<file path="config.mk">
export PLATFORM = sky130hd
export DESIGN_NAME = hdx_tx_arbiter
export DESIGN_NICKNAME = d
export VERILOG_FILES = /design/src/rtl/hdx_tx_pkg.sv /design/src/rtl/hdx_defer_timer.sv /design/src/rtl/hdx_backoff.sv /design/src/rtl/hdx_tx_arbiter.sv
export SDC_FILE = /design/constraint.sdc
export NUM_CORES = 1
export LEC_CHECK = 0
export CORE_UTILIZATION = 60
export CTS_CLUSTER_SIZE = 14
export DETAILED_ROUTE_END_ITERATION = 8
export DONT_BUFFER_PORTS = 1
export PLACE_DENSITY = 0.78
export SYNTH_ARGS = -nofsm -noshare
export SYNTH_HDL_FRONTEND = slang
export SYNTH_HIERARCHICAL = 1
export SYNTH_SLANG_ARGS = --single-unit
</file>
<file path="constraint.sdc">
create_clock -name clk -period 4.5 [get_ports clk]
set_input_delay 0.9 -clock clk [delete_from_list [all_inputs] [get_ports clk]]
set_output_delay 0.9 -clock clk [all_outputs]
set_load 0.01 [all_outputs]
</file>
<file path="src/rtl/hdx_tx_pkg.sv">
package hdx_tx_pkg;
  typedef enum logic [2:0] {
    ST_IDLE, ST_DEFER, ST_XMIT, ST_JAM, ST_BACKOFF, ST_DONE
  } arb_state_t;

  localparam int OUTCOME_W = 5;
  localparam logic [OUTCOME_W-1:0] OUT_OK        = 5'b00001;
  localparam logic [OUTCOME_W-1:0] OUT_DEFER     = 5'b00010;
  localparam logic [OUTCOME_W-1:0] OUT_EXCESS    = 5'b00100;
  localparam logic [OUTCOME_W-1:0] OUT_LATE      = 5'b01000;
  localparam logic [OUTCOME_W-1:0] OUT_RETRY_OFF = 5'b10000;
endpackage

</file>
<file path="src/rtl/hdx_defer_timer.sv">
module hdx_defer_timer #(
  parameter int LIMIT = 24288,
  localparam int CW = $clog2(LIMIT + 1)
) (
  input  logic clk,
  input  logic rst_n,
  input  logic clear,
  input  logic count_en,
  output logic expired
);
  logic [CW-1:0] busy_ticks;

  assign expired = count_en && (busy_ticks == CW'(LIMIT));

  always_ff @(posedge clk) begin
    if (!rst_n || clear) busy_ticks <= '0;
    else if (count_en && !expired) busy_ticks <= busy_ticks + 1'b1;
  end

  AST_DEFER_BOUND: assert property (@(posedge clk) disable iff (!rst_n)
    busy_ticks <= CW'(LIMIT));
endmodule

</file>
<file path="src/rtl/hdx_backoff.sv">
module hdx_backoff #(
  parameter int SLOT_BITS   = 512,
  parameter int BACKOFF_CAP = 10,
  parameter int ATT_W       = 5,
  localparam int SW = BACKOFF_CAP,
  localparam int RW = BACKOFF_CAP + $clog2(SLOT_BITS) + 1
) (
  input  logic             clk,
  input  logic             rst_n,
  input  logic             start,
  input  logic [ATT_W-1:0] attempt,
  input  logic             tick,
  output logic             busy
);
  logic [15:0]   lfsr;
  logic [RW-1:0] remaining;
  logic [SW-1:0] mask;
  logic [SW-1:0] slots;
  logic [RW-1:0] win_max;
  int            expo;

  always_comb begin
    expo = (int'(attempt) < BACKOFF_CAP) ? int'(attempt) : BACKOFF_CAP;
    mask = SW'((64'd1 << expo) - 64'd1);
    slots = SW'(lfsr) & mask;
  end

  always_ff @(posedge clk) begin
    if (!rst_n) lfsr <= 16'hACE1;
    else lfsr <= {lfsr[14:0], lfsr[15] ^ lfsr[13] ^ lfsr[12] ^ lfsr[10]};
  end

  always_ff @(posedge clk) begin
    if (!rst_n) remaining <= '0;
    else if (start) remaining <= RW'(slots) * RW'(SLOT_BITS);
    else if (tick && remaining != '0) remaining <= remaining - 1'b1;
  end

  assign busy = (remaining != '0);

  always_ff @(posedge clk) begin
    if (!rst_n) win_max <= '0;
    else if (start) win_max <= RW'(mask) * RW'(SLOT_BITS);
  end

  AST_BACKOFF_WINDOW: assert property (@(posedge clk) disable iff (!rst_n)
    $past(start) |-> remaining <= win_max);
endmodule

</file>
<file path="src/rtl/hdx_tx_arbiter.sv">
module hdx_tx_arbiter
  import hdx_tx_pkg::*;
#(
  parameter int DEFER_LIMIT  = 24288,
  parameter int SLOT_BITS    = 512,
  parameter int JAM_BITS     = 32,
  parameter int LATE_BITS    = 512,
  parameter int MAX_ATTEMPTS = 16,
  parameter int BACKOFF_CAP  = 10,
  localparam int CNT_W  = $clog2(MAX_ATTEMPTS + 1),
  localparam int STAT_W = OUTCOME_W + CNT_W
) (
  input  logic              clk,
  input  logic              rst_n,
  input  logic              tx_req,
  input  logic              crs,
  input  logic              col,
  input  logic              bit_tick,
  input  logic              frame_end,
  input  logic              cfg_defer_chk,
  input  logic              cfg_retry_dis,
  input  logic              cfg_late_retry,
  output logic              tx_en,
  output logic              jam,
  output logic              backoff_active,
  output logic              status_valid,
  output logic [STAT_W-1:0] status
);
  localparam int BW = $clog2(LATE_BITS + 1);
  localparam int JW = (JAM_BITS > 1) ? $clog2(JAM_BITS) : 1;

  arb_state_t     state;
  logic [CNT_W-1:0] coll_cnt;
  logic           late_hit;
  logic [BW-1:0]  bit_cnt;
  logic [JW-1:0]  jam_cnt;
  logic           defer_exp;
  logic           bo_busy;
  logic           jam_last;
  logic           drop_now;
  logic [OUTCOME_W-1:0] drop_code;

  hdx_defer_timer #(.LIMIT(DEFER_LIMIT)) u_defer (
    .clk      (clk),
    .rst_n    (rst_n),
    .clear    (state == ST_IDLE),
    .count_en (state == ST_DEFER && crs && bit_tick && cfg_defer_chk),
    .expired  (defer_exp)
  );

  assign jam_last = (state == ST_JAM) && bit_tick && (jam_cnt == JW'(JAM_BITS - 1));

  always_comb begin
    drop_now  = 1'b1;
    drop_code = OUT_RETRY_OFF;
    if (cfg_retry_dis)                      drop_code = OUT_RETRY_OFF;
    else if (late_hit && !cfg_late_retry)   drop_code = OUT_LATE;
    else if (coll_cnt == CNT_W'(MAX_ATTEMPTS)) drop_code = OUT_EXCESS;
    else                                    drop_now  = 1'b0;
  end

  hdx_backoff #(.SLOT_BITS(SLOT_BITS), .BACKOFF_CAP(BACKOFF_CAP), .ATT_W(CNT_W)) u_backoff (
    .clk     (clk),
    .rst_n   (rst_n),
    .start   (jam_last && !drop_now),
    .attempt (coll_cnt),
    .tick    (bit_tick),
    .busy    (bo_busy)
  );

  always_ff @(posedge clk) begin
    if (!rst_n) begin
      state    <= ST_IDLE;
      coll_cnt <= '0;
      late_hit <= 1'b0;
      bit_cnt  <= '0;
      jam_cnt  <= '0;
      status   <= '0;
    end else begin
      case (state)
        ST_IDLE: if (tx_req) begin
          state    <= ST_DEFER;
          coll_cnt <= '0;
          late_hit <= 1'b0;
        end
        ST_DEFER: begin
          if (!crs) begin
            state   <= ST_XMIT;
            bit_cnt <= '0;
          end else if (defer_exp) begin
            status <= {coll_cnt, OUT_DEFER};
            state  <= ST_DONE;
          end
        end
        ST_XMIT: begin
          if (col) begin
            coll_cnt <= coll_cnt + 1'b1;
            late_hit <= (bit_cnt == BW'(LATE_BITS));
            jam_cnt  <= '0;
            state    <= ST_JAM;
          end else if (frame_end) begin
            status <= {coll_cnt, OUT_OK};
            state  <= ST_DONE;
          end else if (bit_tick && bit_cnt != BW'(LATE_BITS)) begin
            bit_cnt <= bit_cnt + 1'b1;
          end
        end
        ST_JAM: begin
          if (jam_last) begin
            if (drop_now) begin
              status <= {coll_cnt, drop_code};
              state  <= ST_DONE;
            end else begin
              state <= ST_BACKOFF;
            end
          end else if (bit_tick) begin
            jam_cnt <= jam_cnt + 1'b1;
          end
        end
        ST_BACKOFF: if (!bo_busy) state <= ST_DEFER;
        ST_DONE:    state <= ST_IDLE;
        default:    state <= ST_IDLE;
      endcase
    end
  end

  assign tx_en          = (state == ST_XMIT);
  assign jam            = (state == ST_JAM);
  assign backoff_active = (state == ST_BACKOFF);
  assign status_valid   = (state == ST_DONE);

  AST_GRANT_QUIET: assert property (@(posedge clk) disable iff (!rst_n)
    $rose(tx_en) |-> !$past(crs));
  AST_COL_JAMS: assert property (@(posedge clk) disable iff (!rst_n)
    (tx_en && col) |=> (jam && !tx_en));
  AST_BACKOFF_SILENT: assert property (@(posedge clk) disable iff (!rst_n)
    backoff_active |-> (!tx_en && !jam));
  AST_ONE_OUTCOME: assert property (@(posedge clk) disable iff (!rst_n)
    status_valid |-> $countones(status[OUTCOME_W-1:0]) == 1);
  AST_STATUS_PULSE: assert property (@(posedge clk) disable iff (!rst_n)
    status_valid |=> !status_valid);
  AST_COLL_BOUND: assert property (@(posedge clk) disable iff (!rst_n)
    coll_cnt <= CNT_W'(MAX_ATTEMPTS));
endmodule

</file>
==> results of run 1 <==
-- power groups by stage --
stage               sequential (mW)  clock (mW)  combinational (mW)
floorplan                     0.978           0               0.966
global placement               1.03           0                1.08
detailed placement             1.03           0                1.11
CTS                            1.02       0.631                1.12
global route                   1.05       0.661                1.26
finish                         1.02       0.622                1.14
-- worst max-delay path, delay by kind of cell, from the launching register on --
kind / cells / cell delay [ps]
AOI/OAI and AO/OA: 5 / 1790
adders and majority gates: 1 / 150
buffers and inverters: 1 / 100
DFF: 1 / 340
and+or+nand+nor: 3 / 1020
-- cell type report --
| class | count | area [µm²] | area share, % |
|---|---|---|---|
| well taps | 96 | 120 | 2.61 |
| flip-flops and latches | 85 | 1700 | 36.9 |
| clock buffers | 9 | 124 | 2.69 |
| multi-input cells | 395 | 2500 | 54.2 |
| clock inverters | 7 | 104 | 2.25 |
| repair buffers | 2 | 15.0 | 0.326 |
| inverters | 12 | 45.0 | 0.978 |
-- through the flow --
step	area [µm²]	cells	utilization (%)
3_5_place_dp	4380	590	63.4
4_1_cts	4610	606	66.7
6_report	4610	606	66.7
2_1_floorplan	4340	513	-
3_3_place_gp	4380	590	63.4
5_1_grt	4610	606	66.7
-- sequential cells by signal (all words and copies together), names as in the netlist --
| signal | cells |
|---|---|
| u_defer/busy_ticks | 15 |
| coll_cnt | 5 |
| late_hit | 1 |
| state | 3 |
| status | 10 |
| u_backoff/lfsr | 16 |
| u_backoff/remaining | 20 |
| jam_cnt | 5 |
| bit_cnt | 10 |
-- cell usage in the layout, fill, tap and decap left out, types with 3 or more instances in the layout --
master | Yosys | final
ha_1 | 10 | 10
inv_1 | 12 | 12
o21ai_0 | 29 | 29
xor2_1 | 15 | 15
nor2_1 | 53 | 53
nand4_1 | 15 | 15
o31ai_1 | 3 | 3
a21oi_1 | 23 | 23
or3_1 | 10 | 10
o21ai_1 | 4 | 4
and2_1 | 13 | 13
inv_6 | 0 | 3
clkbuf_8 | 0 | 9
nand2b_1 | 13 | 13
nand2_1 | 49 | 49
nand3_1 | 33 | 33
nor4b_1 | 3 | 3
nand3b_1 | 6 | 6
o22ai_1 | 4 | 4
nand4bb_1 | 3 | 3
xnor2_1 | 20 | 20
nor3_1 | 10 | 10
nor2b_1 | 8 | 8
dfxtp_1 | 85 | 85
and3_1 | 6 | 6
mux2i_1 | 6 | 6
o21a_1 | 3 | 3
nor4_1 | 8 | 8
and3b_1 | 3 | 3
-- cells by family after synthesis --
family	share of synthesized area (%)
AND/OR/NAND/NOR	32.4
AO/OA/AOI/OAI	13.8
flip-flops	39.2
XOR/XNOR	7.07
buffers and inverters	3.20
adder cells (fa/ha/maj)	2.88
multiplexers	1.38
-- routing by layer --
layer / share of wire, % / vias up
li1: - / 1821
met1: 47 / 1695
met2: 46 / 111
met3: 5.7 / 10
met4: 0.64 / 0
met5: 0 / -
-- worst max path at each step --
stage | depth (start not counted) | endpoint
floorplan | 9 | status[0]
global placement | 9 | status[4]
detailed placement | 9 | status[3]
CTS | 10 | status[4]
global route | 10 | status[4]
finish | 10 | status[4]
==> impl_metrics.py, run 1 <==
metrics = {
    "clock_tree": {
        "clkSinkCount": 85,
        "post_cts_buffers": 0,
        "cts-buffers-inserted": 9,
        "clk_latency_ps": 360,
        "htree_levels": 3,
        "cts_hold_buf": 0,
        "clock-root-buffer": "clkbuf_8",
        "cts.path.max_buffers": 2,
        "post_cts_resized": 0,
        "clk_pin_slew_ps": 90,
        "cts_tree": "built",
    },
    "worst_setup_path": {
        "reg2reg_from": "u_defer/busy_ticks[0]",
        "reg2reg_depth": 10,
        "r2r_slack_ps": 1030,
        "cp_common_cell": "o21ai_0",
        "crit_chain": "inv_1 > ha_1 > or4bb_1 > nor4_1 > and2_1 > o21ai_0 > a2111oi_0 > a21boi_2 > o2111ai_1 > o21ai_0",
        "cp-startpoint": "u_defer/busy_ticks[0]",
        "start_kind": "flop",
        "critPathMaxFanout": 18,
        "crit_required_ps": 4780,
        "reg2reg_to": "status[4]",
        "slowest_stage": "a2111oi_0",
        "crit_type": "reg2reg",
        "slowest_delay_ps": 760,
        "critical_path_arrival_ps": 3750,
        "cp-end-kind": "flop",
    },
    "place": {
        "hpwl_mm": 6.30,
        "gp_congestion": 0.830,
        "pre_cts_slack_ps": 1080,
        "io_buffer_count": 0,
    },
    "global_routing": {
        "grt_use_met2_pct": 41.9,
        "gr-usage-met1_pct": 35.9,
        "grt_pass1_wl_mm": 15.9,
        "grt_overflow_total": 0,
        "busiest_layer": "met2",
        "grt_use_total_pct": 26.7,
        "antenna_found_initial": 0,
        "grt_pass1_vias": 3448,
        "grt_start_max_net_pins": 54,
        "grt_use_met3_pct": 7.49,
    },
    "sta": {
        "finalSetupViolations": 0,
        "fin_setup_tns_ps": 0,
        "finalClockSkew_ps": 9.27,
        "rsz0062_at_grt": "false",
        "fin_crit_ps": 3470,
        "whs_ps": 431,
        "max_freq_ghz": 0.288,
        "finalWorstSetupSlack_ps": 1030,
        "slew_headroom_pct": 44.0,
        "period_share_pct": 77.0,
        "hold_violations": 0,
        "final_max_slew_viol_count": 0,
        "worst_slew_pin_slew_ps": 819,
    },
    "logic_synthesis": {
        "netlist.area_leader.share_pct": 39.2,
        "ys.flop_type": "dfxtp_1",
        "synth_nets": 533,
        "synthTopCellsByArea": "dfxtp_1, nor2_1, nand2_1",
        "syn_inst": 513,
        "yosys_register_bits": 85,
        "yosysWarnings": 6,
        "avgSynthCellArea_um2": 8.46,
        "yosysTopAreaCell": "dfxtp_1",
        "async_flop_share_pct": 0,
        "synthesis.area_um2": 4340,
        "synth_common_cells": "dfxtp_1, nor2_1, nand2_1, nand3_1, o21ai_0",
        "yosysSeqAreaShare_pct": 39.2,
        "synth_cell_types": 67,
        "synth_enable_flop_cells": 0,
        "yosysMostFrequentCell": "dfxtp_1",
    },
    "outcome": {
        "outcome": "completed",
    },
    "drt": {
        "wire_per_inst_um": 15.2,
        "vias": 3637,
        "drtPass1Iterations": 5,
        "ant_nets": 0,
        "vias_per_cell": 6.00,
        "drtIter0Drc": 174,
        "routed_wl_mm": 9.23,
        "drc": 0,
    },
    "floorplan": {
        "die_h_um": 87.0,
        "core_um2": 6910,
        "die_area_um2": 7570,
        "start_util_pct": 62.8,
        "io_pins": 24,
        "die_x_um": 87.0,
        "rows": 30,
    },
    "pwr": {
        "combinationalPowerShare_pct": 40.9,
        "switchingPower_mw": 1.13,
        "pwr-share-seq_pct": 36.8,
        "p_total_mw": 2.78,
        "power_density_nw_per_um2": 604,
        "p_int_mw": 1.65,
        "swShare_pct": 40.6,
        "p_leak_nw": 1.63,
        "power_frac_clock_pct": 22.4,
        "ir_worst_vdd_mv": 0.278,
    },
    "job": {
        "cap_violations": 0,
    },
    "final_layout": {
        "nNetsFinal": 525,
        "drive_above_1_share_pct": 6.86,
        "fillCellCount": 577,
        "area_delta_synth_final_pct": 6.20,
        "diodes": 0,
    },
    "hold_path": {
        "hold_start": "u_backoff/lfsr[14]",
        "holdPathStages": 1,
        "hp-class": "reg2reg",
        "min_to": "u_backoff/lfsr[15]",
    },
}
No activity file was read; power rests on OpenSTA's default activity.
==> inputs of run 2 (changes only) <==
==> constraint.sdc (replaced) <==
create_clock -name clk -period 3.5 [get_ports clk]
set_input_delay 0.7 -clock clk [delete_from_list [all_inputs] [get_ports clk]]
set_output_delay 0.7 -clock clk [all_outputs]
set_load 0.01 [all_outputs]
==> impl_metrics.py, run 2 (synthesis results as in run 1) <==
metrics = {
    "clock_tree": {
        "cts-buffers-inserted": 9,
        "post_cts_resized": 0,
        "post_cts_buffers": 0,
        "clock-root-buffer": "clkbuf_8",
        "htree_levels": 3,
        "clk_pin_slew_ps": 100,
        "cts_tree": "built",
        "cts_hold_buf": 0,
        "clk_latency_ps": 360,
        "clkSinkCount": 85,
        "cts.path.max_buffers": 2,
    },
    "final_layout": {
        "top_regs": "u_backoff/remaining (20), u_backoff/lfsr (16), u_defer/busy_ticks (15)",
        "drive_above_1_share_pct": 7.95,
        "final_cells": 612,
        "fillCellCount": 605,
        "stdcell_area_um2": 4620,
        "largest_register": "u_backoff/remaining",
        "final_cell_mix": "dfxtp_1, nor2_1, nand2_1",
        "diodes": 0,
        "area_delta_synth_final_pct": 6.49,
        "nNetsFinal": 531,
        "layout_commonest_cell": "dfxtp_1",
        "largest_reg_flops": 20,
    },
    "pwr": {
        "combinationalPowerShare_pct": 43.8,
        "switchingPower_mw": 1.47,
        "power_density_nw_per_um2": 753,
        "pwr-share-seq_pct": 36.6,
        "ir_worst_vdd_mv": 0.321,
        "p_int_mw": 2.02,
        "p_leak_nw": 1.65,
        "swShare_pct": 42.1,
        "power_frac_clock_pct": 19.6,
    },
    "place": {
        "gp_congestion": 0.869,
        "io_buffer_count": 0,
        "dpl.cell_count": 596,
        "pre_cts_slack_ps": 305,
        "dpl_cell_area_um2": 4420,
        "hpwl_mm": 6.32,
    },
    "hold_path": {
        "hold_start": "rst_n",
        "holdPathStages": 1,
        "min_to": "u_backoff/lfsr[0]",
        "hp-class": "in2reg",
    },
    "worst_setup_path": {
        "crit_required_ps": 3790,
        "critPathMaxFanout": 18,
        "cp_common_cell": "o21ai_0",
        "slowest_stage": "or4bb_1",
        "critical_path_arrival_ps": 3520,
        "crit_type": "reg2reg",
        "reg2reg_to": "status[4]",
        "r2r_slack_ps": 280,
        "reg2reg_from": "u_defer/busy_ticks[0]",
        "cp-end-kind": "flop",
        "reg2reg_depth": 11,
        "start_kind": "flop",
        "slowest_delay_ps": 540,
        "crit_chain": "inv_1 > ha_1 > or4bb_1 > nor4_1 > and2_1 > o21ai_0 > a2111oi_0 > buf_4 > a21boi_2 > o2111ai_1 > o21ai_0",
    },
    "global_routing": {
        "antenna_found_initial": 0,
        "grt_pass1_wl_mm": 15.4,
        "grt_overflow_total": 0,
        "grt_use_met2_pct": 41.5,
        "gr-usage-met1_pct": 34.1,
        "grt_pass1_vias": 3332,
        "grt_start_max_net_pins": 54,
        "busiest_layer": "met2",
        "grt_use_met3_pct": 6.16,
        "grt_use_total_pct": 26.0,
    },
    "sta": {
        "hold_violations": 0,
        "finalWorstSetupSlack_ps": 278,
        "finalClockSkew_ps": 10.4,
        "slew_headroom_pct": 57.8,
        "final_max_slew_viol_count": 0,
        "fin_crit_ps": 3220,
        "worst_slew_pin_slew_ps": 628,
        "fin_setup_tns_ps": 0,
        "period_share_pct": 92.1,
        "rsz0062_at_grt": "false",
        "finalSetupViolations": 0,
        "max_freq_ghz": 0.310,
    },
    "floorplan": {
        "die_x_um": 87.0,
        "start_util_pct": 62.8,
        "die_area_um2": 7570,
        "io_pins": 24,
        "rows": 30,
        "die_h_um": 87.0,
        "core_um2": 6910,
    },
    "drt": {
        "ant_nets": 0,
        "drtIter0Drc": 156,
        "drc": 0,
        "vias": 3641,
        "vias_per_cell": 5.95,
        "wire_per_inst_um": 14.7,
        "drtPass1Iterations": 4,
        "routed_wl_mm": 9.02,
    },
    "job": {
        "cap_violations": 0,
    },
    "outcome": {
        "outcome": "completed",
    },
}
[run 2: cell type report]
type	count	area (µm²)	share of cell area (%)
well taps	96	120	2.60
multi-input cells	395	2500	54.1
clock inverters	7	71.3	1.54
clock buffers	9	124	2.68
repair buffers	8	60.1	1.30
inverters	12	45.0	0.975
flip-flops and latches	85	1700	36.8
[run 2: critical path, delay by kind of cell, from the launching register on]
family                   cells  cell delay, ps
adder cells (fa/ha/maj)      1             150
buffers and inverters        2             290
AO/OA/AOI/OAI                5            1320
AND/OR/NAND/NOR              3            1040
flip-flops                   1             350
[run 2: how the worst max path moves through the flow]
stage | start | to | slack [ps] | cells after the start
after detailed placement | u_defer/busy_ticks[0] | status[4] | 300 | 11
final | u_defer/busy_ticks[0] | status[4] | 280 | 11
after CTS | u_defer/busy_ticks[0] | status[4] | 240 | 11
after global placement | u_defer/busy_ticks[0] | status[4] | 430 | 11
after floorplan | u_defer/busy_ticks[0] | status[0] | 630 | 10
after global routing | u_defer/busy_ticks[0] | status[9] | 10 | 11
[run 2: power groups by stage]
stage | Combinational (mW) | Sequential [mW] | Clock [mW]
floorplan | 1.24 | 1.26 | 0
global placement | 1.47 | 1.29 | 0
detailed placement | 1.51 | 1.29 | 0
CTS | 1.52 | 1.27 | 0.698
global route | 1.71 | 1.29 | 0.738
finish | 1.53 | 1.27 | 0.682
[run 2: per-stage QoR]
step / hold WS [ps] / power [mW] / util [%]
after floorplan: 386 / 2.50 / -
after global placement: 389 / 2.75 / 64.1
after detailed placement: 400 / 2.81 / 64.1
after CTS: 387 / 3.49 / 66.9
after global routing: 395 / 3.74 / 66.9
final: 418 / 3.48 / 66.9
[run 2: routing by layer]
metal	share of wire (%)	wire length (µm)	vias to the layer above
li1	-	-	1844
met1	47	4250	1719
met2	46	4200	67
met3	5.0	450	11
met4	1.4	129	0
met5	0	0	-
==> inputs of run 3 (changes only) <==
--- a/config.mk
+++ b/config.mk
@@ -5,6 +5,7 @@
 export SDC_FILE = /design/constraint.sdc
 export NUM_CORES = 1
 export LEC_CHECK = 0
+export CORE_ASPECT_RATIO = 0.6
 export CORE_UTILIZATION = 60
 export CTS_CLUSTER_SIZE = 14
 export DETAILED_ROUTE_END_ITERATION = 8
==> impl_metrics.py, run 3 (synthesis results as in run 1) <==
metrics = {
    "global_routing": {
        "grt_pass1_vias": 3338,
        "antenna_found_initial": 0,
        "grt_use_total_pct": 28.3,
        "grt_pass1_wl_mm": 16.6,
        "grt_overflow_total": 0,
        "grt_start_max_net_pins": 54,
    },
    "drt": {
        "drc": 1,
        "wire_per_inst_um": 16.6,
        "ant_nets": 0,
        "vias": 3702,
        "routed_wl_mm": 9.97,
        "vias_per_cell": 6.16,
        "drtPass1Iterations": 7,
        "drtIter0Drc": 360,
    },
    "clock_tree": {
        "clk_latency_ps": 340,
        "post_cts_resized": 0,
        "cts.path.max_buffers": 2,
        "cts-buffers-inserted": 9,
        "htree_levels": 3,
        "cts_hold_buf": 0,
        "post_cts_buffers": 0,
        "cts_tree": "built",
        "clock-root-buffer": "clkbuf_16",
        "clk_pin_slew_ps": 60,
        "clkSinkCount": 85,
    },
    "final_layout": {
        "diodes": 0,
        "layout_commonest_cell": "dfxtp_1",
        "nNetsFinal": 529,
        "top_regs": "u_backoff/remaining (20), u_backoff/lfsr (16), u_defer/busy_ticks (15)",
        "final_cell_mix": "dfxtp_1, nor2_1, nand2_1",
        "largest_register": "u_backoff/remaining",
        "area_delta_synth_final_pct": 8.88,
        "largest_reg_flops": 20,
        "final_cells": 601,
        "final_util_pct": 69.3,
        "drive_above_1_share_pct": 7.20,
    },
    "pwr": {
        "p_total_mw": 3.88,
        "ir_worst_vdd_mv": 0.349,
        "power_density_nw_per_um2": 822,
        "p_leak_nw": 1.69,
    },
    "floorplan": {
        "core_um2": 6820,
        "die_x_um": 112,
        "start_util_pct": 63.6,
        "die_h_um": 67.9,
        "io_pins": 24,
        "die_area_um2": 7590,
        "rows": 23,
    },
    "sta": {
        "slew_headroom_pct": 57.9,
        "max_freq_ghz": 0.315,
        "hold_violations": 0,
        "finalSetupViolations": 0,
        "rsz0062_at_grt": "false",
        "final_max_slew_viol_count": 0,
        "fin_setup_tns_ps": 0,
        "finalClockSkew_ps": 4.90,
        "worst_slew_pin_slew_ps": 627,
        "fin_crit_ps": 3170,
        "period_share_pct": 90.6,
    },
    "worst_setup_path": {
        "crit_type": "reg2reg",
        "critPathMaxFanout": 18,
        "reg2reg_from": "u_defer/busy_ticks[0]",
        "crit_required_ps": 3770,
        "r2r_slack_ps": 330,
        "reg2reg_to": "status[4]",
        "reg2reg_depth": 11,
        "start_kind": "flop",
        "cp-end-kind": "flop",
        "critical_path_arrival_ps": 3440,
    },
    "hold_path": {
        "hp-class": "reg2reg",
        "hold_start": "u_backoff/lfsr[14]",
        "holdPathStages": 1,
        "min_to": "u_backoff/lfsr[15]",
    },
    "place": {
        "dpl.cell_count": 585,
        "io_buffer_count": 0,
        "hpwl_mm": 6.96,
        "gp_congestion": 0.864,
    },
    "outcome": {
        "failed_checks": "DRC",
        "outcome": "complete, but fails checks",
    },
    "job": {
        "cap_violations": 0,
    },
}
[run 3: worst max path at each step]
stage                                from        end  cells past startpoint
floorplan           u_defer/busy_ticks[0]  status[0]                     10
global placement    u_defer/busy_ticks[0]  status[4]                     11
detailed placement  u_defer/busy_ticks[0]  status[4]                     11
CTS                 u_defer/busy_ticks[0]  status[4]                     11
global route        u_defer/busy_ticks[0]  status[4]                     11
finish              u_defer/busy_ticks[0]  status[4]                     11
[run 3: cell type report]
class                           count  area (µm²)
Inverter                           12        45.0
Multi-Input combinational cell    395        2500
Fill cell                         551        2100
Timing Repair Buffer                6        45.0
Clock buffer                       11         233
Tap cell                           87         109
Clock inverter                      5        85.1
Sequential cell                    85        1700
[run 3: metal layers]
metal	track usage, %	wire [µm]	vias to the layer above
met1	40.1	5090	1743
met2	41.8	4050	120
met3	7.88	690	18
met4	9.29	142	0
met5	0	0	-
li1	-	-	1821
[run 3: critical path, stage by stage (launching register included)]
cell	delay, ps
dfxtp_1	330
inv_1	90
ha_1	140
or4bb_1	550
nor4_1	310
and2_1	210
o21ai_0	80
a2111oi_0	540
buf_4	220
a21boi_4	380
o2111ai_1	160
o21ai_0	100
[run 3: per-stage QoR]
step                      hold slack [ps]  setup WS [ps]  cell area (µm²)
after global routing                  430            156             4720
after CTS                             420            184             4720
after floorplan                       386            627             4340
after global placement                393            307             4400
final                                 422            330             4720
after detailed placement              411            231             4400
[run 3: where the power goes]
group	switching, mW	internal (mW)
Clock	0.397	0.628
Combinational	0.917	0.624
Sequential	0.208	1.11
Total	1.52	2.36
